===== src/rtl/dsi_cmd_pkg.sv =====
package dsi_cmd_pkg;

   localparam int SZ_W  = 4;
   localparam int FLG_W = 7;

   localparam int F_WR_DONE = 0;
   localparam int F_TE      = 1;
   localparam int F_ACK_ERR = 2;
   localparam int F_RD_ERR  = 3;
   localparam int F_COLLIDE = 4;
   localparam int F_SIZE    = 5;
   localparam int F_RD_DONE = 6;

   localparam logic [5:0] DT_TE_SHORT = 6'h15;

   typedef enum logic [1:0] {
      NAT_WRITE = 2'd0,
      NAT_READ  = 2'd1,
      NAT_TE    = 2'd2,
      NAT_RSVD  = 2'd3
   } nature_e;

   typedef struct packed {
      logic [5:0]      dtype;
      logic            lp;
      logic [SZ_W-1:0] size;
      logic [1:0]      vc;
      logic            is_long;
      nature_e         nature;
   } cfg_t;

   typedef enum logic [2:0] {
      ST_IDLE,
      ST_HDR,
      ST_PAY,
      ST_CRC,
      ST_WAIT
   } tx_state_e;

   function automatic logic [7:0] hdr_ecc(input logic [7:0] a,
                                          input logic [7:0] b,
                                          input logic [7:0] c);
      return a ^ b ^ c;
   endfunction

endpackage


===== src/rtl/dsi_cmd_hdr.sv =====
module dsi_cmd_hdr
   import dsi_cmd_pkg::*;
#(
   parameter int MAX_BYTES = 12
) (
   input  cfg_t            cfg,
   input  logic [15:0]     lead_bytes,
   output logic [31:0]     hdr,
   output logic [SZ_W-1:0] pay_len,
   output logic            is_long,
   output logic            lp,
   output logic            is_read,
   output logic            is_te,
   output logic            size_bad
);

   logic [7:0] di, p1, p2;

   always_comb begin
      is_te   = (cfg.nature == NAT_TE);
      is_read = (cfg.nature == NAT_READ);
      if (is_te) begin
         di       = {2'b00, DT_TE_SHORT};
         p1       = lead_bytes[7:0];
         p2       = lead_bytes[15:8];
         is_long  = 1'b0;
         lp       = 1'b1;
         pay_len  = '0;
         size_bad = 1'b0;
      end else begin
         di       = {cfg.vc, cfg.dtype};
         lp       = cfg.lp;
         is_long  = cfg.is_long;
         size_bad = (int'(cfg.size) > MAX_BYTES);
         if (cfg.is_long) begin
            p1      = 8'(cfg.size);
            p2      = 8'h00;
            pay_len = cfg.size;
         end else begin
            p1      = (cfg.size >= 1) ? lead_bytes[7:0]  : 8'h00;
            p2      = (cfg.size >= 2) ? lead_bytes[15:8] : 8'h00;
            pay_len = '0;
         end
      end
      hdr = {hdr_ecc(di, p1, p2), p2, p1, di};
   end

endmodule


===== src/rtl/dsi_cmd_tx.sv =====
module dsi_cmd_tx
   import dsi_cmd_pkg::*;
#(
   parameter int WORDS = 4
) (
   input  logic              clk,
   input  logic              rst_n,
   input  logic              start,
   input  logic [31:0]       hdr,
   input  logic [SZ_W-1:0]   pay_len,
   input  logic              is_long,
   input  logic              lp,
   input  logic              is_read,
   input  logic              is_te,
   input  logic [32*WORDS-1:0] wr_data,
   input  logic              tx_ready,
   input  logic              rsp_valid,
   input  logic              rsp_err,
   input  logic [15:0]       rsp_err_val,
   input  logic [31:0]       rsp_data,
   input  logic [2:0]        rsp_size,
   output logic              tx_valid,
   output logic [7:0]        tx_byte,
   output logic              tx_last,
   output logic              tx_lp,
   output logic              busy,
   output logic              ev_wr_done,
   output logic              ev_te,
   output logic              ev_ack_err,
   output logic              ev_rd_err,
   output logic              ev_rd_done,
   output logic [15:0]       err_val,
   output logic [31:0]       rd_data,
   output logic [2:0]        rd_size
);

   localparam int DW     = 32 * WORDS;
   localparam int DIDX_W = $clog2(DW);

   tx_state_e         state;
   logic [SZ_W-1:0]   idx;
   logic [31:0]       hdr_q;
   logic [DW-1:0]     data_q;
   logic [SZ_W-1:0]   len_q;
   logic              long_q, lp_q, rd_q, te_q;
   logic [15:0]       csum;
   logic              fire;
   logic              resp;
   logic [DIDX_W-1:0] pay_sel;
   logic [4:0]        hdr_sel;

   assign pay_sel = DIDX_W'({idx, 3'b000});
   assign hdr_sel = {idx[1:0], 3'b000};

   always_comb begin
      tx_valid = (state == ST_HDR) || (state == ST_PAY) || (state == ST_CRC);
      unique case (state)
         ST_HDR:  tx_byte = hdr_q[hdr_sel +: 8];
         ST_PAY:  tx_byte = data_q[pay_sel +: 8];
         ST_CRC:  tx_byte = idx[0] ? csum[15:8] : csum[7:0];
         default: tx_byte = 8'h00;
      endcase
      tx_last = ((state == ST_HDR) && (idx == SZ_W'(3)) && !long_q) ||
                ((state == ST_CRC) && (idx == SZ_W'(1)));
   end

   assign tx_lp      = lp_q;
   assign busy       = (state != ST_IDLE);
   assign fire       = tx_valid && tx_ready;
   assign resp       = (state == ST_WAIT) && rsp_valid;
   assign ev_wr_done = fire && tx_last;
   assign ev_ack_err = resp && rsp_err;
   assign ev_rd_err  = resp && rsp_err && rd_q;
   assign ev_rd_done = resp && !rsp_err && rd_q;
   assign ev_te      = resp && !rsp_err && te_q;

   always_ff @(posedge clk) begin
      if (!rst_n) begin
         state   <= ST_IDLE;
         idx     <= '0;
         hdr_q   <= '0;
         data_q  <= '0;
         len_q   <= '0;
         long_q  <= 1'b0;
         lp_q    <= 1'b0;
         rd_q    <= 1'b0;
         te_q    <= 1'b0;
         csum    <= '0;
         err_val <= '0;
         rd_data <= '0;
         rd_size <= '0;
      end else begin
         unique case (state)
            ST_IDLE: begin
               if (start) begin
                  state  <= ST_HDR;
                  idx    <= '0;
                  csum   <= '0;
                  hdr_q  <= hdr;
                  data_q <= wr_data;
                  len_q  <= pay_len;
                  long_q <= is_long;
                  lp_q   <= lp;
                  rd_q   <= is_read;
                  te_q   <= is_te;
               end
            end
            ST_HDR: begin
               if (fire) begin
                  if (idx == SZ_W'(3)) begin
                     idx <= '0;
                     if (!long_q)            state <= ST_WAIT;
                     else if (len_q != '0)   state <= ST_PAY;
                     else                    state <= ST_CRC;
                  end else begin
                     idx <= idx + SZ_W'(1);
                  end
               end
            end
            ST_PAY: begin
               if (fire) begin
                  csum <= csum + {8'h00, tx_byte};
                  if (idx == SZ_W'(len_q - SZ_W'(1))) begin
                     idx   <= '0;
                     state <= ST_CRC;
                  end else begin
                     idx <= idx + SZ_W'(1);
                  end
               end
            end
            ST_CRC: begin
               if (fire) begin
                  idx <= idx + SZ_W'(1);
                  if (idx == SZ_W'(1)) state <= ST_WAIT;
               end
            end
            ST_WAIT: begin
               if (rsp_valid) begin
                  state <= ST_IDLE;
                  if (rsp_err) begin
                     err_val <= rsp_err_val;
                  end else if (rd_q) begin
                     rd_data <= rsp_data;
                     rd_size <= (rsp_size > 3'd4) ? 3'd4 : rsp_size;
                  end
               end
            end
            default: state <= ST_IDLE;
         endcase
      end
   end

endmodule


===== src/rtl/dsi_cmd_status.sv =====
module dsi_cmd_status #(
   parameter int W = 7
) (
   input  logic         clk,
   input  logic         rst_n,
   input  logic [W-1:0] set_ev,
   input  logic [W-1:0] clr_mask,
   input  logic [W-1:0] irq_en,
   output logic [W-1:0] flags,
   output logic         irq
);

   for (genvar i = 0; i < W; i++) begin : g_flag
      always_ff @(posedge clk) begin
         if (!rst_n)         flags[i] <= 1'b0;
         else if (set_ev[i]) flags[i] <= 1'b1;
         else if (clr_mask[i]) flags[i] <= 1'b0;
      end
   end

   assign irq = |(flags & irq_en);

endmodule


===== src/rtl/dsi_cmd_engine.sv =====
module dsi_cmd_engine
   import dsi_cmd_pkg::*;
#(
   parameter int WORDS     = 4,
   parameter int MAX_BYTES = 12
) (
   input  logic               clk,
   input  logic               rst_n,
   input  logic [15:0]        cfg_word,
   input  logic [32*WORDS-1:0] wr_data,
   input  logic               send,
   input  logic [6:0]         clr_mask,
   input  logic [6:0]         irq_en,
   output logic               tx_valid,
   output logic [7:0]         tx_byte,
   output logic               tx_last,
   output logic               tx_lp,
   input  logic               tx_ready,
   input  logic               rsp_valid,
   input  logic               rsp_err,
   input  logic [15:0]        rsp_err_val,
   input  logic [31:0]        rsp_data,
   input  logic [2:0]         rsp_size,
   output logic               busy,
   output logic [31:0]        sts,
   output logic [31:0]        rd_data,
   output logic [2:0]         rd_size,
   output logic               irq
);

   if (MAX_BYTES > 4 * WORDS || MAX_BYTES > (1 << SZ_W) - 1 || MAX_BYTES < 1) begin : g_bad_cfg
      $error("dsi_cmd_engine: MAX_BYTES must fit the data words and the size field");
   end

   cfg_t            cfg;
   logic [31:0]     hdr;
   logic [SZ_W-1:0] pay_len;
   logic            is_long, lp, is_read, is_te, size_bad;
   logic            ev_wr_done, ev_te, ev_ack_err, ev_rd_err, ev_rd_done;
   logic            send_ok, start;
   logic [15:0]     err_val;
   logic [FLG_W-1:0] set_ev, flags;

   assign cfg = cfg_t'(cfg_word);

   dsi_cmd_hdr #(.MAX_BYTES(MAX_BYTES)) u_hdr (
      .cfg        (cfg),
      .lead_bytes (wr_data[15:0]),
      .hdr        (hdr),
      .pay_len    (pay_len),
      .is_long    (is_long),
      .lp         (lp),
      .is_read    (is_read),
      .is_te      (is_te),
      .size_bad   (size_bad)
   );

   assign send_ok = send && !busy;
   assign start   = send_ok && !size_bad;

   dsi_cmd_tx #(.WORDS(WORDS)) u_tx (
      .clk         (clk),
      .rst_n       (rst_n),
      .start       (start),
      .hdr         (hdr),
      .pay_len     (pay_len),
      .is_long     (is_long),
      .lp          (lp),
      .is_read     (is_read),
      .is_te       (is_te),
      .wr_data     (wr_data),
      .tx_ready    (tx_ready),
      .rsp_valid   (rsp_valid),
      .rsp_err     (rsp_err),
      .rsp_err_val (rsp_err_val),
      .rsp_data    (rsp_data),
      .rsp_size    (rsp_size),
      .tx_valid    (tx_valid),
      .tx_byte     (tx_byte),
      .tx_last     (tx_last),
      .tx_lp       (tx_lp),
      .busy        (busy),
      .ev_wr_done  (ev_wr_done),
      .ev_te       (ev_te),
      .ev_ack_err  (ev_ack_err),
      .ev_rd_err   (ev_rd_err),
      .ev_rd_done  (ev_rd_done),
      .err_val     (err_val),
      .rd_data     (rd_data),
      .rd_size     (rd_size)
   );

   always_comb begin
      set_ev            = '0;
      set_ev[F_WR_DONE] = ev_wr_done;
      set_ev[F_TE]      = ev_te;
      set_ev[F_ACK_ERR] = ev_ack_err;
      set_ev[F_RD_ERR]  = ev_rd_err;
      set_ev[F_COLLIDE] = send && busy;
      set_ev[F_SIZE]    = send_ok && size_bad;
      set_ev[F_RD_DONE] = ev_rd_done;
   end

   dsi_cmd_status #(.W(FLG_W)) u_sts (
      .clk      (clk),
      .rst_n    (rst_n),
      .set_ev   (set_ev),
      .clr_mask (clr_mask),
      .irq_en   (irq_en),
      .flags    (flags),
      .irq      (irq)
   );

   assign sts = {err_val, 9'b0, flags};

endmodule


===== config.mk =====
export PLATFORM = sky130hd
export DESIGN_NAME = dsi_cmd_engine
export DESIGN_NICKNAME = d
export VERILOG_FILES = /design/src/rtl/dsi_cmd_pkg.sv /design/src/rtl/dsi_cmd_hdr.sv /design/src/rtl/dsi_cmd_tx.sv /design/src/rtl/dsi_cmd_status.sv /design/src/rtl/dsi_cmd_engine.sv
export SDC_FILE = /design/constraint.sdc
export NUM_CORES = 1
export LEC_CHECK = 0
export ABC_AREA = 1
export BUFFER_PORTS_ARGS = -buffer_cell sky130_fd_sc_hd__clkbuf_2
export CAP_MARGIN = 20
export CORE_ASPECT_RATIO = 1.25
export CORE_MARGIN = 4
export CORE_UTILIZATION = 25
export CTS_CLUSTER_SIZE = 14
export DETAILED_ROUTE_END_ITERATION = 10
export GPL_TIMING_DRIVEN = 0
export PLACE_DENSITY = 0.54
export SYNTH_ARGS = -nofsm -noshare
export SYNTH_HDL_FRONTEND = slang
export SYNTH_HIERARCHICAL = 1
export SYNTH_SLANG_ARGS = --single-unit

===== constraint.sdc =====
create_clock -name clk -period 2.8 [get_ports clk]
set_input_delay 0.56 -clock clk [delete_from_list [all_inputs] [get_ports clk]]
set_output_delay 0.56 -clock clk [all_outputs]
set_load 0.01 [all_outputs]

* Yosys cells after proc, flatten, opt, wreduce, memory -nomap -nowiden
Index checks and enable logic that the tools add are counted.
** Storage, ports and cells
- Bits in registers :: 249
- Input port bits :: 215
- Output and inout bits :: 80
- Word-level logic and storage cells :: 141
** Operators by class
- Add/sub/neg operators :: 3
- Order comparisons :: 4
- Equal/unequal tests :: 17
- Shift operators :: 2
- Muxes and demuxes :: 50
- Bitwise gates (word level) :: 4
- Reduce and logical (&&, ||, !) cells :: 41
** Operators by type and width (count)
- 128-bit by 8-bit variable part select with 8-bit output :: 1
- 8-bit 2-to-1 mux :: 8
- 16-bit 2-to-1 mux :: 2
- 4-bit 2-to-1 mux :: 8
- 16-bit case mux with 2 select lines :: 1
- 32-bit by 6-bit variable part select with 8-bit output :: 1
- 3-bit 2-to-1 mux :: 10
- 8-bit case mux with 3 select lines :: 1
- 1-bit 2-to-1 mux :: 18
- 16-bit by 8-bit adder with 16-bit output :: 1
- 4-bit case mux with 4 select lines :: 1
- 2-bit nonzero test :: 8
- 8-bit XOR :: 2
- 1-bit logical AND :: 15
- 3-bit case mux with 5 select lines :: 1
- 2-bit inequality test, second input constant :: 5
- 8-bit AND reduction :: 1
- 4-bit nonzero test :: 2
- 7-bit AND :: 1
- 7-bit OR reduction :: 1
- 3-bit by 2-bit == test with 1-bit output, second input constant :: 2
- 2-bit by 1-bit inequality test with 1-bit output, second input constant :: 3
- 3-bit AND reduction :: 2
- 5-bit AND reduction :: 1
- 20 further kinds :: 25

* Depth between registers and ports, before layout
- Depth after elaboration :: 6
- Gate-level depth with buffers :: 21
- Mapped depth without buffers :: 19

* Hierarchy
The synthesis kept the hierarchy.
** By module, submodules not included
- dsi_cmd_tx :: instances 1, cells an instance 1524, area each 10715.3 µm², sequential area each 4844.6 µm²
- dsi_cmd_hdr :: instances 1, cells an instance 124, area each 553.0 µm², sequential area each 0.0 µm²
- dsi_cmd_status :: instances 1, cells an instance 43, area each 284.0 µm², sequential area each 140.1 µm²
- dsi_cmd_engine :: instances 1, cells an instance 17, area each 97.6 µm², sequential area each 0.0 µm²

* Least setup slack after synthesis
OpenSTA, ideal clock, no wires.
- Path type :: reg-to-reg
- Start point :: reg u_tx.idx[1]
- End point :: reg u_tx.csum[12]
- Setup time :: 0.113 ns
- Arrival time :: 2.525 ns
- Required time :: 2.687 ns
- Slack :: 0.162 ns
- Stages on the path, launching flop included :: 21
- Buffers on the path :: 2
- Clock period less this slack :: 2.638 ns
- Cell sequence :: dfxtp_1 buf_2 inv_2 clkbuf_1 a21oi_1 o21ai_0 nand2_1 nand2_1 nand2_1 o21ai_0 nand2_1 ha_1 fa_1 nand3_1 nand3_1 nand4_1 nand2_1 nand2_1 nor2_1 nor2_1 nor2_1
** Between the ends
- Longest elaborated chain between the ends :: 5
- Elaborated cells between the ends (all ways) :: 6
- Those cells by class :: 1 x add/sub; 2 x shift; 3 x mux
** RTL lines
- from (decl) :: RTL line dsi_cmd_tx.sv:41 : logic [SZ_W-1:0] idx;
- from (signal assigned) :: RTL line dsi_cmd_tx.sv:116 : idx <= idx + SZ_W'(1);
- from (signal assigned) :: RTL line dsi_cmd_tx.sv:127 : idx <= idx + SZ_W'(1);
- from (signal assigned) :: RTL line dsi_cmd_tx.sv:133 : idx <= idx + SZ_W'(1);
- 128-bit by 8-bit variable part select with 8-bit output / 32-bit by 6-bit variable part select with 8-bit output (equally long branches) :: RTL line dsi_cmd_tx.sv:59, dsi_cmd_tx.sv:58
- 8-bit case mux with 3 select lines * :: RTL line dsi_cmd_tx.sv:57 : unique case (state)
- named net tx_byte[0] :: RTL line dsi_cmd_engine.sv:15 : output logic [7:0] tx_byte,
- 16-bit by 8-bit adder with 16-bit output * :: RTL line dsi_cmd_tx.sv:122 : csum <= csum + {8'h00, tx_byte};
- 16-bit 2-to-1 mux * :: RTL line dsi_cmd_tx.sv:121 : if (fire) begin
- 16-bit case mux with 2 select lines * :: RTL line dsi_cmd_tx.sv:93 : unique case (state)
- to (signal assigned) :: RTL line dsi_cmd_tx.sv:122
- to (decl) :: RTL line dsi_cmd_tx.sv:46 : logic [15:0] csum;
The timed path passes the listed nets; every way through them passes the cells marked *. The select of a mux whose other input is x is not followed.
A chain may end at the register's enable or synchronous reset.

* Final worst setup path
- Start point :: reg u_tx.idx[0]
- End point :: out tx_byte[6]
** Between the ends
- Longest elaborated chain between the ends :: 2
- Elaborated cells between the ends (all ways) :: 4
- Those cells by class :: 2 x shift; 2 x mux
** RTL lines
- 128-bit by 8-bit variable part select with 8-bit output, or another cell as far along :: RTL line dsi_cmd_tx.sv:59 : ST_PAY: tx_byte = data_q[pay_sel +: 8];
- 8-bit case mux with 3 select lines * :: RTL line dsi_cmd_tx.sv:57
- to (decl) :: RTL line dsi_cmd_engine.sv:15
Mark *: on every way between the ends. The rest lies on a longest branch, timed or not.

==> run metrics <==
outcome complete, but fails checks; failing checks setup timing; initial antenna violation count 2; Worst path max stage delay 410 ps; I/O pin count 295; Final min period 2820 ps; Area contributors post-synth dfxtp_1 43%, o21ai_0 12%, nor2_1 10%; core area 46,100 um^2; wl on met1 18,800 um; vias per cell 4.74; leak pwr 7.06 nW; number of CTS-inserted buffers 28; Clock Pin Slew Worst Setup and Hold Paths around 60 ps; pwr dens just over 800 nW/um^2; largest net degree at the start of global routing 14; Seq cells post-synth around 250; H-tree levels 1; Hold WS 227 ps; nets@finish 2,268; Post-route DRC 0; Met3 Routed Length 3390 um; DR top layer met5; post-synthesis sequential area ratio 42.8%; final setup margin -22.7 ps; period utilization 101%; Ant. Diodes 0; Routed WL 47,700 um; Hold Path Depth 3; clock buffer depth 3; yosys warns 6; layout cells sized above 1 25.5%; placed cells 2,586; Post-Route Setup TNS -84.2 ps; DRT antenna net count 0; # rows 88; Critical Path RT 2240 ps; startpoint types flop; Die Wd 201 um; overall power 0.0129 W; critical path class reg -> out; Final Hold Vio Count 0; WL met2 23,600 um; die area 50,100 um^2; CP Buf/Inv Count 4; crit path DAT 2260 ps; total clock sinks 249; Final setup viols 6; Synth cell types 39; placer's final routability congestion estimate 0.894; Final Non-Filler Cells 2,648; ys async rst share 0%; CP endpoint kind output pin; count leader, synth nor2_1; maxcap violations 0; Initial Util 25.3%; Peak Freq 354 MHz; Die H 249 um; Slew @ Worst Pin 970 ps; via count 12,541; Commonest cells post-synth 312 x nor2_1, 289 x o21ai_0, 249 x dfxtp_1; pins over their slew limit 0; CP top delay family buffers and inverters; Crit path depth 8; Netlist Area Pre-Place 11,600 um^2; Iter 0 DRT Violations 862; critical path cell sequence buf_12 -> clkbuf_16 -> clkbuf_8 -> o21ai_1 -> a21oi_2 -> o21ai_4 -> nand2_2 -> buf_6; DP HPWL 37,000 um; unrepaired setup endpoints after global routing yes; Worst slew margin 35.3%; critical-path maximum fanout 10; Syn Inst Count 1,708; post-synth top area share a little over two fifths; post-DR wirelength/cell ~18 um; CTS Root Cell clkbuf_16; top_reg_cell synth dfxtp_1; worst r2r path cells 19; peak supply drop 0.495 mV; Hold Path Class in -> reg; layout overhead on the synthesized area 34.1%; gr ovfl total 0; CP max stage cell dfxtp_4; vias in the first global route approximately 13,000; CTS tree yes; Synth area leader dfxtp_1; first-pass GRT wire length 71,100 um; EDFF count, synth 0; IO Port Bufs ~290; FILL cells just under 5,000; clk_lat worst skew around 560 ps; Place WS -1020 ps; Tot GR Track Use around 18%; drt first pass iters 5; skew final 12.6 ps; Syn Area/Cell 6.82 um^2
-- layout by cell type, fill, tap and decap left out, types with 3 or more instances in the layout --
master	n
clkbuf_4	5
o21ai_0	249
a21oi_1	183
nand4_1	4
o21ai_2	7
clkinv_2	4
conb_1	9
clkbuf_2	290
nor2_1	306
o21ai_1	40
nand2_4	8
clkbuf_16	32
nor3_1	3
nand3_1	70
inv_2	9
nor2_2	10
ha_4	7
o21ai_4	7
buf_4	20
a21oi_2	14
buf_8	3
dfxtp_1	247
o211ai_1	17
a21oi_4	3
nand2_1	193
inv_1	157
ha_1	4
nand2_2	24
clkbuf_8	13
buf_2	22
buf_12	5
nand3_2	10
clkbuf_1	45
buf_6	11
clkinvlp_4	3
xor2_1	3
-- report_power, final --
| group | leakage (nW) | switching, W | internal (W) |
|---|---|---|---|
| sequential | 2.04 | 0.000309 | 0.00430 |
| combinational | 4.57 | 0.00304 | 0.00151 |
| clock | 0.461 | 0.00155 | 0.00220 |
| total | 7.06 | 0.00490 | 0.00801 |
-- state kept, by name, indices dropped and copies added (netlist names) --
name,flops
u_sts/flags,7
u_tx/tx_lp,1
u_tx/state,3
u_tx/len_q,4
u_tx/err_val,16
u_tx/csum,16
u_tx/te_q,1
u_tx/long_q,1
u_tx/rd_q,1
u_tx/data_q,128
u_tx/hdr_q,32
u_tx/rd_data,32
u_tx/rd_size,3
u_tx/idx,4
-- through the flow --
| step | cell area [um^2] | util (%) |
|---|---|---|
| finish | 15600 | 33.9 |
| global placement | 13800 | 30.0 |
| detailed placement | 13800 | 30.0 |
| CTS | 15200 | 33.1 |
| floorplan | 11700 | - |
| global route | 15600 | 33.9 |
-- metal layers --
metal  global-route usage (%)  vias up
li1                         -     6232
met1                     20.9     5754
met2                     31.9      463
met3                     3.83       88
met4                     6.53        4
met5                        0        -
-- final cells by class --
type                    instances  area, um^2  share of cell area, %
repair buffers                296        1600                   10.2
clock buffers                  43         858                   5.49
clock inverters                 9        86.3                  0.552
well taps                     585         732                   4.68
plain buffers                 108         714                   4.57
multi-input cells            1189        6010                   38.4
flip-flops and latches        249        4990                   31.9
inverters                     169         642                   4.11
-- final timing paths --
check	from	slack [ps]	endpoint
worst max-delay path	u_tx/idx[0]$_SDFFE_PN0P_	-20	tx_byte[6]
worst min-delay path	rsp_data[13]	230	u_tx/rd_data[13]$_SDFFE_PN0P_
worst max register to register	u_tx/idx[0]$_SDFFE_PN0P_	-20	u_tx/csum[12]$_SDFFE_PN0P_
worst min register to register	u_tx/data_q[18]$_SDFFE_PN0P_	460	u_tx/data_q[18]$_SDFFE_PN0P_
-- worst register-to-register path, stage by stage, from the launching register on --
cell,delay [ps]
dfxtp_4,380
clkbuf_16,170
clkbuf_16,150
o211ai_1,180
nand3_1,160
nand3_2,130
nand2_2,80
o21ai_4,170
nand2_4,100
ha_4,180
fa_2,350
nand3_2,90
nand3_2,80
nand4_1,110
nand2_2,90
nand2_2,90
nor2_2,40
nand2_1,50
nand2_1,50
nor2_1,100
-- cells by family after synthesis --
logic type	count (synthesis)	share of synthesized area (%)
buffers and inverters	278	9.76
and+or+nand+nor	640	22.8
xor gates and xnor gates	3	0.226
adders and majority gates	12	1.35
AOI/OAI and AO/OA	525	23.0
DFF	249	42.8
other	1	0.0322
-- timing repair --
item | in CTS | in global routing
endpoints found under the setup margin | 25 | 22
gates cloned | 0 | 3
hold buffers | 0 | 0
hold endpoints to repair | 0 | 0
resized for setup | 140 | 96
buffers inserted | 6 | 2
pin swaps | 20 | 50
(Power assumes the default switching activity.)
